<file path="src/rtl/bankset_placer_pkg.sv">
package bankset_placer_pkg;
  typedef enum logic [1:0] {
    ST_IDLE  = 2'd0,
    ST_XCHG  = 2'd1,
    ST_WRITE = 2'd2
  } swapState_t;

  typedef struct packed {
    logic accept;
    logic xchg;
    logic write;
  } ctrlStrobe_t;
endpackage

</file>
<file path="src/rtl/bankset_placer_ctrl.sv">
module bankset_placer_ctrl
  import bankset_placer_pkg::*;
(
  input  logic        clk,
  input  logic        rstN,
  input  logic        reqValid,
  input  logic        lookupHit,
  input  logic        lookupFar,
  output logic        reqReady,
  output ctrlStrobe_t strobe
);
  swapState_t state, stateNext;

  assign reqReady = (state == ST_IDLE);

  always_comb begin
    strobe.accept = reqValid && (state == ST_IDLE);
    strobe.xchg   = (state == ST_XCHG);
    strobe.write  = (state == ST_WRITE);
  end

  always_comb begin
    stateNext = state;
    unique case (state)
      ST_IDLE:  if (strobe.accept && lookupHit && lookupFar) stateNext = ST_XCHG;
      ST_XCHG:  stateNext = ST_WRITE;
      ST_WRITE: stateNext = ST_IDLE;
      default:  stateNext = ST_IDLE;
    endcase
  end

  always_ff @(posedge clk) begin
    if (!rstN) state <= ST_IDLE;
    else       state <= stateNext;
  end
endmodule

</file>
<file path="src/rtl/bankset_placer_dp.sv">
module bankset_placer_dp
  import bankset_placer_pkg::*;
#(
  parameter int SETS  = 4,
  parameter int WAYS  = 4,
  parameter int TAG_W = 8,
  parameter int CNT_W = 16,
  localparam int SET_W = (SETS > 1) ? $clog2(SETS) : 1,
  localparam int POS_W = (WAYS > 1) ? $clog2(WAYS) : 1
) (
  input  logic                  clk,
  input  logic                  rstN,
  input  ctrlStrobe_t           strobe,
  input  logic [SET_W-1:0]      reqSet,
  input  logic [TAG_W-1:0]      reqTag,
  output logic                  lookupHit,
  output logic                  lookupFar,
  output logic                  rspValid,
  output logic                  rspHit,
  output logic [POS_W-1:0]      rspPos,
  output logic [SET_W-1:0]      rspSet,
  output logic                  fillValid,
  output logic [TAG_W-1:0]      fillTag,
  output logic                  evictValid,
  output logic [TAG_W-1:0]      evictTag,
  output logic                  swapValid,
  output logic [SET_W-1:0]      swapSet,
  output logic [POS_W-1:0]      swapPos,
  output logic [TAG_W-1:0]      swapUpTag,
  output logic [TAG_W-1:0]      swapDownTag,
  output logic [WAYS*CNT_W-1:0] hitCounts
);
  localparam logic [POS_W-1:0] FAR_POS = POS_W'(WAYS - 1);

  logic [TAG_W-1:0] tagMem   [SETS][WAYS];
  logic [WAYS-1:0]  validMem [SETS];
  logic [CNT_W-1:0] hitCnt   [WAYS];

  logic [WAYS-1:0]  matchVec;
  logic [POS_W-1:0] hitPos;
  logic [POS_W-1:0] emptyPos;
  logic             anyEmpty;
  logic [POS_W-1:0] fillPos;
  logic             setFull;

  logic [SET_W-1:0] curSet;
  logic [POS_W-1:0] curPos;
  logic [POS_W-1:0] nearPos;
  logic [TAG_W-1:0] xNearTag, xFarTag;
  logic             xNearValid, xFarValid;

  genvar g;
  generate
    for (g = 0; g < WAYS; g++) begin : gMatch
      assign matchVec[g] = validMem[reqSet][g] && (tagMem[reqSet][g] == reqTag);
    end
    for (g = 0; g < WAYS; g++) begin : gCntOut
      assign hitCounts[g*CNT_W +: CNT_W] = hitCnt[g];
    end
  endgenerate

  always_comb begin
    hitPos   = '0;
    emptyPos = '0;
    anyEmpty = 1'b0;
    for (int w = 0; w < WAYS; w++) begin
      if (matchVec[w]) hitPos = POS_W'(w);
      if (!validMem[reqSet][w]) begin
        anyEmpty = 1'b1;
        emptyPos = POS_W'(w);
      end
    end
    setFull   = !anyEmpty;
    fillPos   = anyEmpty ? emptyPos : FAR_POS;
    lookupHit = |matchVec;
    lookupFar = (hitPos != '0);
  end

  assign nearPos     = curPos - POS_W'(1);
  assign swapValid   = strobe.write;
  assign swapSet     = curSet;
  assign swapPos     = curPos;
  assign swapUpTag   = xFarTag;
  assign swapDownTag = xNearTag;

  always_ff @(posedge clk) begin
    if (!rstN) begin
      for (int s = 0; s < SETS; s++) begin
        validMem[s] <= '0;
        for (int w = 0; w < WAYS; w++) tagMem[s][w] <= '0;
      end
      for (int w = 0; w < WAYS; w++) hitCnt[w] <= '0;
      rspValid   <= 1'b0;
      rspHit     <= 1'b0;
      rspPos     <= '0;
      rspSet     <= '0;
      fillValid  <= 1'b0;
      fillTag    <= '0;
      evictValid <= 1'b0;
      evictTag   <= '0;
      curSet     <= '0;
      curPos     <= '0;
      xNearTag   <= '0;
      xFarTag    <= '0;
      xNearValid <= 1'b0;
      xFarValid  <= 1'b0;
    end else begin
      rspValid   <= strobe.accept;
      fillValid  <= strobe.accept && !lookupHit;
      evictValid <= strobe.accept && !lookupHit && setFull;
      if (strobe.accept) begin
        rspHit   <= lookupHit;
        rspPos   <= lookupHit ? hitPos : fillPos;
        rspSet   <= reqSet;
        fillTag  <= reqTag;
        evictTag <= tagMem[reqSet][WAYS-1];
        curSet   <= reqSet;
        curPos   <= hitPos;
        if (lookupHit) begin
          hitCnt[hitPos] <= hitCnt[hitPos] + CNT_W'(1);
        end else begin
          tagMem[reqSet][fillPos]   <= reqTag;
          validMem[reqSet][fillPos] <= 1'b1;
        end
      end
      if (strobe.xchg) begin
        xNearTag   <= tagMem[curSet][nearPos];
        xFarTag    <= tagMem[curSet][curPos];
        xNearValid <= validMem[curSet][nearPos];
        xFarValid  <= validMem[curSet][curPos];
      end
      if (strobe.write) begin
        tagMem[curSet][nearPos]   <= xFarTag;
        tagMem[curSet][curPos]    <= xNearTag;
        validMem[curSet][nearPos] <= xFarValid;
        validMem[curSet][curPos]  <= xNearValid;
      end
    end
  end
endmodule

</file>
<file path="src/rtl/bankset_placer.sv">
module bankset_placer
  import bankset_placer_pkg::*;
#(
  parameter int SETS  = 4,
  parameter int WAYS  = 4,
  parameter int TAG_W = 8,
  parameter int CNT_W = 16,
  localparam int SET_W = (SETS > 1) ? $clog2(SETS) : 1,
  localparam int POS_W = (WAYS > 1) ? $clog2(WAYS) : 1
) (
  input  logic                  clk,
  input  logic                  rstN,
  input  logic                  reqValid,
  input  logic [SET_W-1:0]      reqSet,
  input  logic [TAG_W-1:0]      reqTag,
  output logic                  reqReady,
  output logic                  rspValid,
  output logic                  rspHit,
  output logic [POS_W-1:0]      rspPos,
  output logic [SET_W-1:0]      rspSet,
  output logic                  fillValid,
  output logic [TAG_W-1:0]      fillTag,
  output logic                  evictValid,
  output logic [TAG_W-1:0]      evictTag,
  output logic                  swapValid,
  output logic [SET_W-1:0]      swapSet,
  output logic [POS_W-1:0]      swapPos,
  output logic [TAG_W-1:0]      swapUpTag,
  output logic [TAG_W-1:0]      swapDownTag,
  output logic [WAYS*CNT_W-1:0] hitCounts
);
  ctrlStrobe_t strobe;
  logic        lookupHit;
  logic        lookupFar;

  bankset_placer_ctrl ctrl_i (
    .clk       (clk),
    .rstN      (rstN),
    .reqValid  (reqValid),
    .lookupHit (lookupHit),
    .lookupFar (lookupFar),
    .reqReady  (reqReady),
    .strobe    (strobe)
  );

  bankset_placer_dp #(
    .SETS (SETS), .WAYS (WAYS), .TAG_W (TAG_W), .CNT_W (CNT_W)
  ) dp_i (
    .clk         (clk),
    .rstN        (rstN),
    .strobe      (strobe),
    .reqSet      (reqSet),
    .reqTag      (reqTag),
    .lookupHit   (lookupHit),
    .lookupFar   (lookupFar),
    .rspValid    (rspValid),
    .rspHit      (rspHit),
    .rspPos      (rspPos),
    .rspSet      (rspSet),
    .fillValid   (fillValid),
    .fillTag     (fillTag),
    .evictValid  (evictValid),
    .evictTag    (evictTag),
    .swapValid   (swapValid),
    .swapSet     (swapSet),
    .swapPos     (swapPos),
    .swapUpTag   (swapUpTag),
    .swapDownTag (swapDownTag),
    .hitCounts   (hitCounts)
  );
endmodule

</file>
<file path="config.mk">
export PLATFORM = sky130hd
export DESIGN_NAME = bankset_placer
export DESIGN_NICKNAME = d
export VERILOG_FILES = /design/src/rtl/bankset_placer_pkg.sv /design/src/rtl/bankset_placer_ctrl.sv /design/src/rtl/bankset_placer_dp.sv /design/src/rtl/bankset_placer.sv
export SDC_FILE = /design/constraint.sdc
export NUM_CORES = 1
export LEC_CHECK = 0
export BUFFER_PORTS_ARGS = -buffer_cell sky130_fd_sc_hd__buf_2
export CORE_MARGIN = 5
export CORE_UTILIZATION = 65
export DETAILED_ROUTE_END_ITERATION = 10
export MAX_ROUTING_LAYER = met4
export PLACE_DENSITY_LB_ADDON = 0.2
export SLEW_MARGIN = 20
export SYNTH_ARGS = -nofsm -noshare
export SYNTH_HDL_FRONTEND = slang
export SYNTH_SLANG_ARGS = --single-unit
</file>
<file path="constraint.sdc">
create_clock -name clk -period 11.45 [get_ports clk]
set_input_delay 0.5725 -clock clk [delete_from_list [all_inputs] [get_ports clk]]
set_output_delay 0.5725 -clock clk [all_outputs]
set_load 0.005 [all_outputs]
</file>
==> flow_summary_export.csv, run 1 <==
group,metric,value,unit
status,status,"finished, final reports clean",
yosys,ys_seq_elements,256,
yosys,synth_top_cell_area_share,46.45,%
sta,setup_viol,0,
placed_design,place.detailed.hpwl,27730,um
die,core_area,20300,um2
worst_setup_path,crit_fanout,44,
global_route,grt_pass1_wl,60000,um
worst_setup_path,path_cells,"buf_2, buf_4, mux4_2, xnor2_1, nand4_1, or3_1, o21a_1, nand3_1, o311ai_0, nand2_1, nand2_1",
die,row_count,52,
sta,hold_violations,0,
sta,max_freq,0.1820,GHz
power,powerDensity,147.4,nW/um2
yosys,yosysWarnings,0,
clocking,numCtsBuffers,26,
clocking,cts_root_buffer,"clkbuf_16",
worst_setup_path,crit_end,"dp_i.tagMem[2][28]",
worst_setup_path,worstSetupStartpoint,"reqSet[0]",
die,io_pins,123,
drt,wirelength,39410,um
drt,vias_per_cell,6.707,
drt,drt_iter0_drc,1308,
placed_design,place_ws,5511,ps
worst_setup_path,crit_top_cell,"nand2_1",
finish,final_common_cell,"nor2_1",
sta,fin_ws,5956,ps
sta,rsz0062_at_grt,"no",
clocking,clk_latency,550,ps
sta,max_slew_margin,23.93,%
placed_design,dp.cells,1508,
yosys,synthFlopType,"edfxtp_1",
die,start_util,66.25,%
yosys,syn_nets,1205,
power,p_leak,5.626,nW
hold_path,worstHoldPathType,"input pin to flip-flop",
finish,drive_gt1_share,24.73,%
worst_setup_path,crit_path_top_delay_cell,"o311ai_0",
yosys,syn-cell-area,13450,um2
finish,antenna_cells,0,
worst_setup_path,max_stage_delay,890,ps
die,die_w,153.8,um
clocking,cts_resized,0,
drt,wire_per_inst,25.33,um
drt,vias,10440,
worst_setup_path,worstPathRequired,11660,ps
global_route,grt_usage,34.24,%
clocking,postCtsSetupBuffers,0,
worst_setup_path,end_kind,"flip-flop",
job,cap_violations,0,
global_route,grt-ovfl-total,0,
yosys,syn_inst,1187,
drt,antenna_left,0,
sta,fin_crit,5494,ps
sta,hold_ws,440.5,ps
clocking,clkSinkCount,256,
global_route,grt_pass1_vias,10180,
sta,fin_crit_sh,47.98,%
power,irDropWorstVdd,0.1200,mV
clocking,cts_tree,"yes",
placed_design,gp_congestion,0.9637,
die,die_area,23670,um2
sta,drv_slew,0,
yosys,synth_area_leaders,"edfxtp_1 46%, mux4_2 14%, dfxtp_1 7.1%, nor2_1 6.6%, nand2_1 5.9%",
yosys,yosys.area.top_type,"edfxtp_1",
yosys,seq_area_frac_synth,53.59,%
worst_setup_path,path_class,"input pin to flip-flop",
yosys,synthArstFlopShare,0,%
finish,syn_to_final_growth,11.93,%
drt,drc_errors,0,
finish,n_fill_cell,1345,
clocking,clk_pin_slew_worst_paths,60,ps
worst_setup_path,r2r_slack,6410,ps
clocking,clockBufferDepth,3,
finish,final_cell_mix,"235 x nor2_1, 212 x nand2_1, 208 x edfxtp_1",
sta,tns,0,ps
worst_setup_path,worst_ep_arrival_time,5710,ps
worst_setup_path,r2r-end,"dp_i.tagMem[2][28]",
finish,finalNetCount,1284,
drt,dr.pass1.iters,6,
clocking,holdBufCountCts,0,
worst_setup_path,cp-start-kind,"input pin",
finish,fin_cells,1556,
die,fp.dieH,153.8,um
worst_setup_path,regToRegStartpoint,"dp_i.tagMem[3][0]",
worst_setup_path,reg2regPathDepth,9,
global_route,grt_max_degree,47,
global_route,antenna_found_initial,0,
sta,finClkSkew,17.29,ps
yosys,synth_edf_count,208,
yosys,synth_cell_type_count,56,
sta,tightest_slew,1141,ps
placed_design,port_buffers,122,
clocking,cts_max_level,1,
yosys,avgSynthCellArea,11.33,um2
## area by class of cell
cell class	count	area, um2	area share, %
flip-flops and latches	256	7208	47.89
multi-input cells	810	5725	38.04
clock buffers	28	658.1	4.372
clock inverters	20	271.5	1.804
repair buffers	136	715.7	4.755
well taps	270	337.8	2.244
inverters	36	135.1	0.8978
## cells in the mapped netlist, types with 2 or more instances
master,number
nand4_1,12
mux2_2,4
nand3b_1,5
buf_1,4
ha_1,5
o311ai_0,2
mux2i_1,17
nor2_1,235
dfxtp_1,48
edfxtp_1,208
and2_1,3
nand2_1,212
xnor2_1,41
a31oi_1,3
a31o_2,32
buf_6,5
o21ai_0,13
or3_1,4
buf_4,2
buf_2,8
clkbuf_1,65
mux4_1,2
nand3_1,17
a21oi_1,50
a221o_1,13
or2_2,4
inv_1,33
nand2b_1,4
and3_1,5
clkinv_1,2
o21a_1,3
nor3_1,15
nor4_4,2
mux4_2,86
nor2b_1,2
## per-stage QoR
step           utilization (%)  power (mW)  instance area (um2)
3_3_place_gp             69.57       1.308                14120
4_1_cts                  74.15       2.213                15050
3_5_place_dp             69.57       1.312                14120
6_report                 74.15       2.218                15050
2_1_floorplan                -       1.233                13450
5_1_grt                  74.15       2.281                15050
## routing by layer
layer	vias up	routed length (um)	track usage, %	share of wire (%)
met1	5022	13750	43.78	35
met5	-	0	-	0
li1	4428	-	-	-
met3	141	5793	9.865	15
met2	845	17790	52.43	45
met4	0	2082	13.41	5.3
## registers in the layout, indices dropped and copies added (netlist names), named ones only
| signal | count |
|---|---|
| dp_i.xFarValid | 1 |
| dp_i.fillValid | 1 |
| dp_i.swapUpTag | 8 |
| dp_i.swapPos | 2 |
| dp_i.swapDownTag | 8 |
| dp_i.rspHit | 1 |
| dp_i.tagMem | 128 |
| dp_i.rspValid | 1 |
| dp_i.rspPos | 2 |
| dp_i.evictTag | 8 |
| dp_i.hitCnt | 64 |
| dp_i.fillTag | 8 |
| ctrl_i.state | 2 |
| dp_i.validMem | 16 |
| dp_i.xNearValid | 1 |
| dp_i.evictValid | 1 |
| dp_i.rspSet | 2 |
## cells by family (layout without fill, tap and decap cells)
logic type,Yosys count,after routing,synth area share (%)
xor gates and xnor gates,43,43,2.856
buffers and inverters,121,220,3.870
DFF,256,256,53.59
muxes,109,109,16.39
adders and majority gates,5,5,0.4652
AOI/OAI and AO/OA,125,125,6.355
and+or+nand+nor,528,528,16.47
## power breakdown
part,switching [mW],internal (mW)
registers,0.0248,1.04
logic,0.138,0.0932
clock network,0.363,0.554
## worst max-delay path, delay by kind of cell
family / cells / cell delay [ps]
AOI/OAI and AO/OA: 2 / 1570
xor gates and xnor gates: 1 / 170
buffers and inverters: 2 / 700
muxes: 1 / 620
and+or+nand+nor: 5 / 2040
## how the worst min path moves through the flow
stage                           from                to  slack, ps  cells past startpoint
finish                     reqTag[7]   dp_i.fillTag[7]        440                      3
global route               reqTag[5]   dp_i.fillTag[5]        440                      3
CTS                        reqTag[7]   dp_i.fillTag[7]        410                      3
detailed placement  dp_i.evictTag[7]  dp_i.evictTag[7]        440                      2
global placement     dp_i.fillTag[7]   dp_i.fillTag[7]        440                      2
floorplan           dp_i.evictTag[0]  dp_i.evictTag[0]        450                      2
(Power assumes the default switching activity.)
==> run 2: changes to the inputs <==
Settings changed: CORE_UTILIZATION 65 to 54.
Clock period 11.45 ns to 4.7 ns, I/O delays scaled along.
==> flow_summary_export.csv, run 2 (same netlist as run 1, synthesis figures left out) <==
group,metric,value,unit
hold_path,worstHoldPathType,"input pin to flip-flop",
sta,finClkSkew,18.43,ps
sta,tightest_slew,918.6,ps
clocking,cts_root_buffer,"clkbuf_16",
clocking,cts_tree,"yes",
finish,finalNetCount,1320,
clocking,clockBufferDepth,3,
global_route,grt-ovfl-total,0,
sta,hold_ws,115.3,ps
global_route,grt_pass1_vias,9946,
drt,antenna_left,0,
worst_setup_path,worstSetupStartpoint,"dp_i.tagMem[3][3]",
die,io_pins,123,
drt,wirelength,39960,um
drt,vias,10200,
clocking,numCtsBuffers,27,
die,die_w,167.8,um
global_route,antenna_found_initial,0,
finish,final_util,63.32,%
die,start_util,55.13,%
drt,dr.pass1.iters,8,
placed_design,port_buffers,122,
finish,antenna_cells,0,
finish,final_common_cell,"nor2_1",
power,p_leak,5.815,nW
status,status,"finished, final reports clean",
worst_setup_path,worst_ep_arrival_time,4300,ps
clocking,clkSinkCount,256,
drt,drt_iter0_drc,1097,
sta,rsz0062_at_grt,"no",
worst_setup_path,path_class,"flip-flop to flip-flop",
die,fp.dieH,167.8,um
finish,top_register,"dp_i.tagMem",
sta,hold_violations,0,
sta,fin_ws,680.8,ps
finish,final_cell_mix,"235 x nor2_1, 212 x nand2_1, 208 x edfxtp_1",
worst_setup_path,r2r-end,"dp_i.hitCnt[2][15]",
finish,reg_top3,"dp_i.tagMem: 128 flops, dp_i.hitCnt: 64 flops, dp_i.validMem: 16 flops",
worst_setup_path,cp-start-kind,"flip-flop",
job,cap_violations,0,
clocking,clk_pin_slew_worst_paths,60,ps
sta,drv_slew,0,
sta,max_slew_margin,38.76,%
sta,tns,0,ps
power,p_total,5.416,mW
global_route,grt_pass1_wl,60820,um
worst_setup_path,worstPathRequired,4980,ps
sta,max_freq,0.2488,GHz
drt,vias_per_cell,6.195,
finish,largest_reg_flops,128,
die,row_count,57,
die,die_area,28160,um2
worst_setup_path,crit_end,"dp_i.hitCnt[2][15]",
placed_design,place.detailed.hpwl,28500,um
placed_design,place_ws,299.6,ps
drt,drc_errors,0,
sta,fin_crit_sh,85.52,%
clocking,cts_resized,0,
sta,setup_viol,0,
worst_setup_path,r2r_slack,680,ps
clocking,cts_max_level,1,
finish,syn_to_final_growth,14.85,%
worst_setup_path,regToRegStartpoint,"dp_i.tagMem[3][3]",
power,irDropWorstVdd,0.3042,mV
placed_design,gp_congestion,0.9939,
worst_setup_path,crit_fanout,10,
sta,fin_crit,4019,ps
die,core_area,24390,um2
worst_setup_path,end_kind,"flip-flop",
clocking,postCtsSetupBuffers,0,
worst_setup_path,reg2regPathDepth,11,
clocking,holdBufCountCts,0,
finish,drive_gt1_share,26.76,%
drt,wire_per_inst,24.26,um
power,powerDensity,350.7,nW/um2
global_route,grt_usage,28.95,%
clocking,clk_latency,540,ps
global_route,grt_max_degree,45,
-- run 2: changes by cell type in the layout (fill, tap and decap cells not counted), sizes merged --
| cell | delta |
|---|---|
| clkbuf | +9 |
| bufinv | -2 |
| buf | +35 |
| clkinvlp | -1 |
| clkinv | -3 |
| inv | -1 |
-- run 2: cell type report --
type	instances	area, um2
Tap cell	324	405.4
Sequential cell	256	7208
Fill cell	1918	8946
Multi-Input combinational cell	810	5725
Timing Repair Buffer	171	1028
Clock buffer	37	773.2
Inverter	36	135.1
Clock inverter	13	168.9
-- run 2: layer usage --
layer  global-route usage (%)  routed length, um
met3                    5.463               4583
met5                        -                  0
met2                    44.90              18660
met4                    7.622               1215
met1                    39.98              15510
-- run 2: critical path, cell delays in order (launching register included) --
cell	delay, ps
edfxtp_1	400
mux4_2	530
xnor2_1	200
nand3_1	90
or3_1	510
o21a_1	280
buf_4	250
a221o_1	440
nor4_4	330
nand4_2	200
o21ai_0	390
a21oi_1	120
-- run 2: worst min-delay path by stage --
| stage | startpoint | endpoint | depth (start not counted) |
|---|---|---|---|
| 6_report | reqTag[7] | dp_i.fillTag[7] | 3 |
| 5_1_grt | reqTag[7] | dp_i.fillTag[7] | 3 |
| 4_1_cts | reqTag[7] | dp_i.fillTag[7] | 3 |
| 3_5_place_dp | dp_i.evictTag[3] | dp_i.evictTag[3] | 2 |
| 3_3_place_gp | dp_i.fillTag[5] | dp_i.fillTag[5] | 2 |
| 2_1_floorplan | dp_i.evictTag[0] | dp_i.evictTag[0] | 2 |
-- run 2: report_power, final --
part           switching (mW)  internal (mW)  leakage (nW)
logic                   0.328          0.237          2.81
registers              0.0601           2.54          2.54
clock network           0.880           1.37         0.464
total                    1.27           4.15          5.82
-- run 2: per-stage QoR --
stage	instance area, um2	cells
finish	15440	1647
global route	15440	1647
CTS	15440	1647
detailed placement	14500	1597
global placement	14500	1597
floorplan	13450	1187
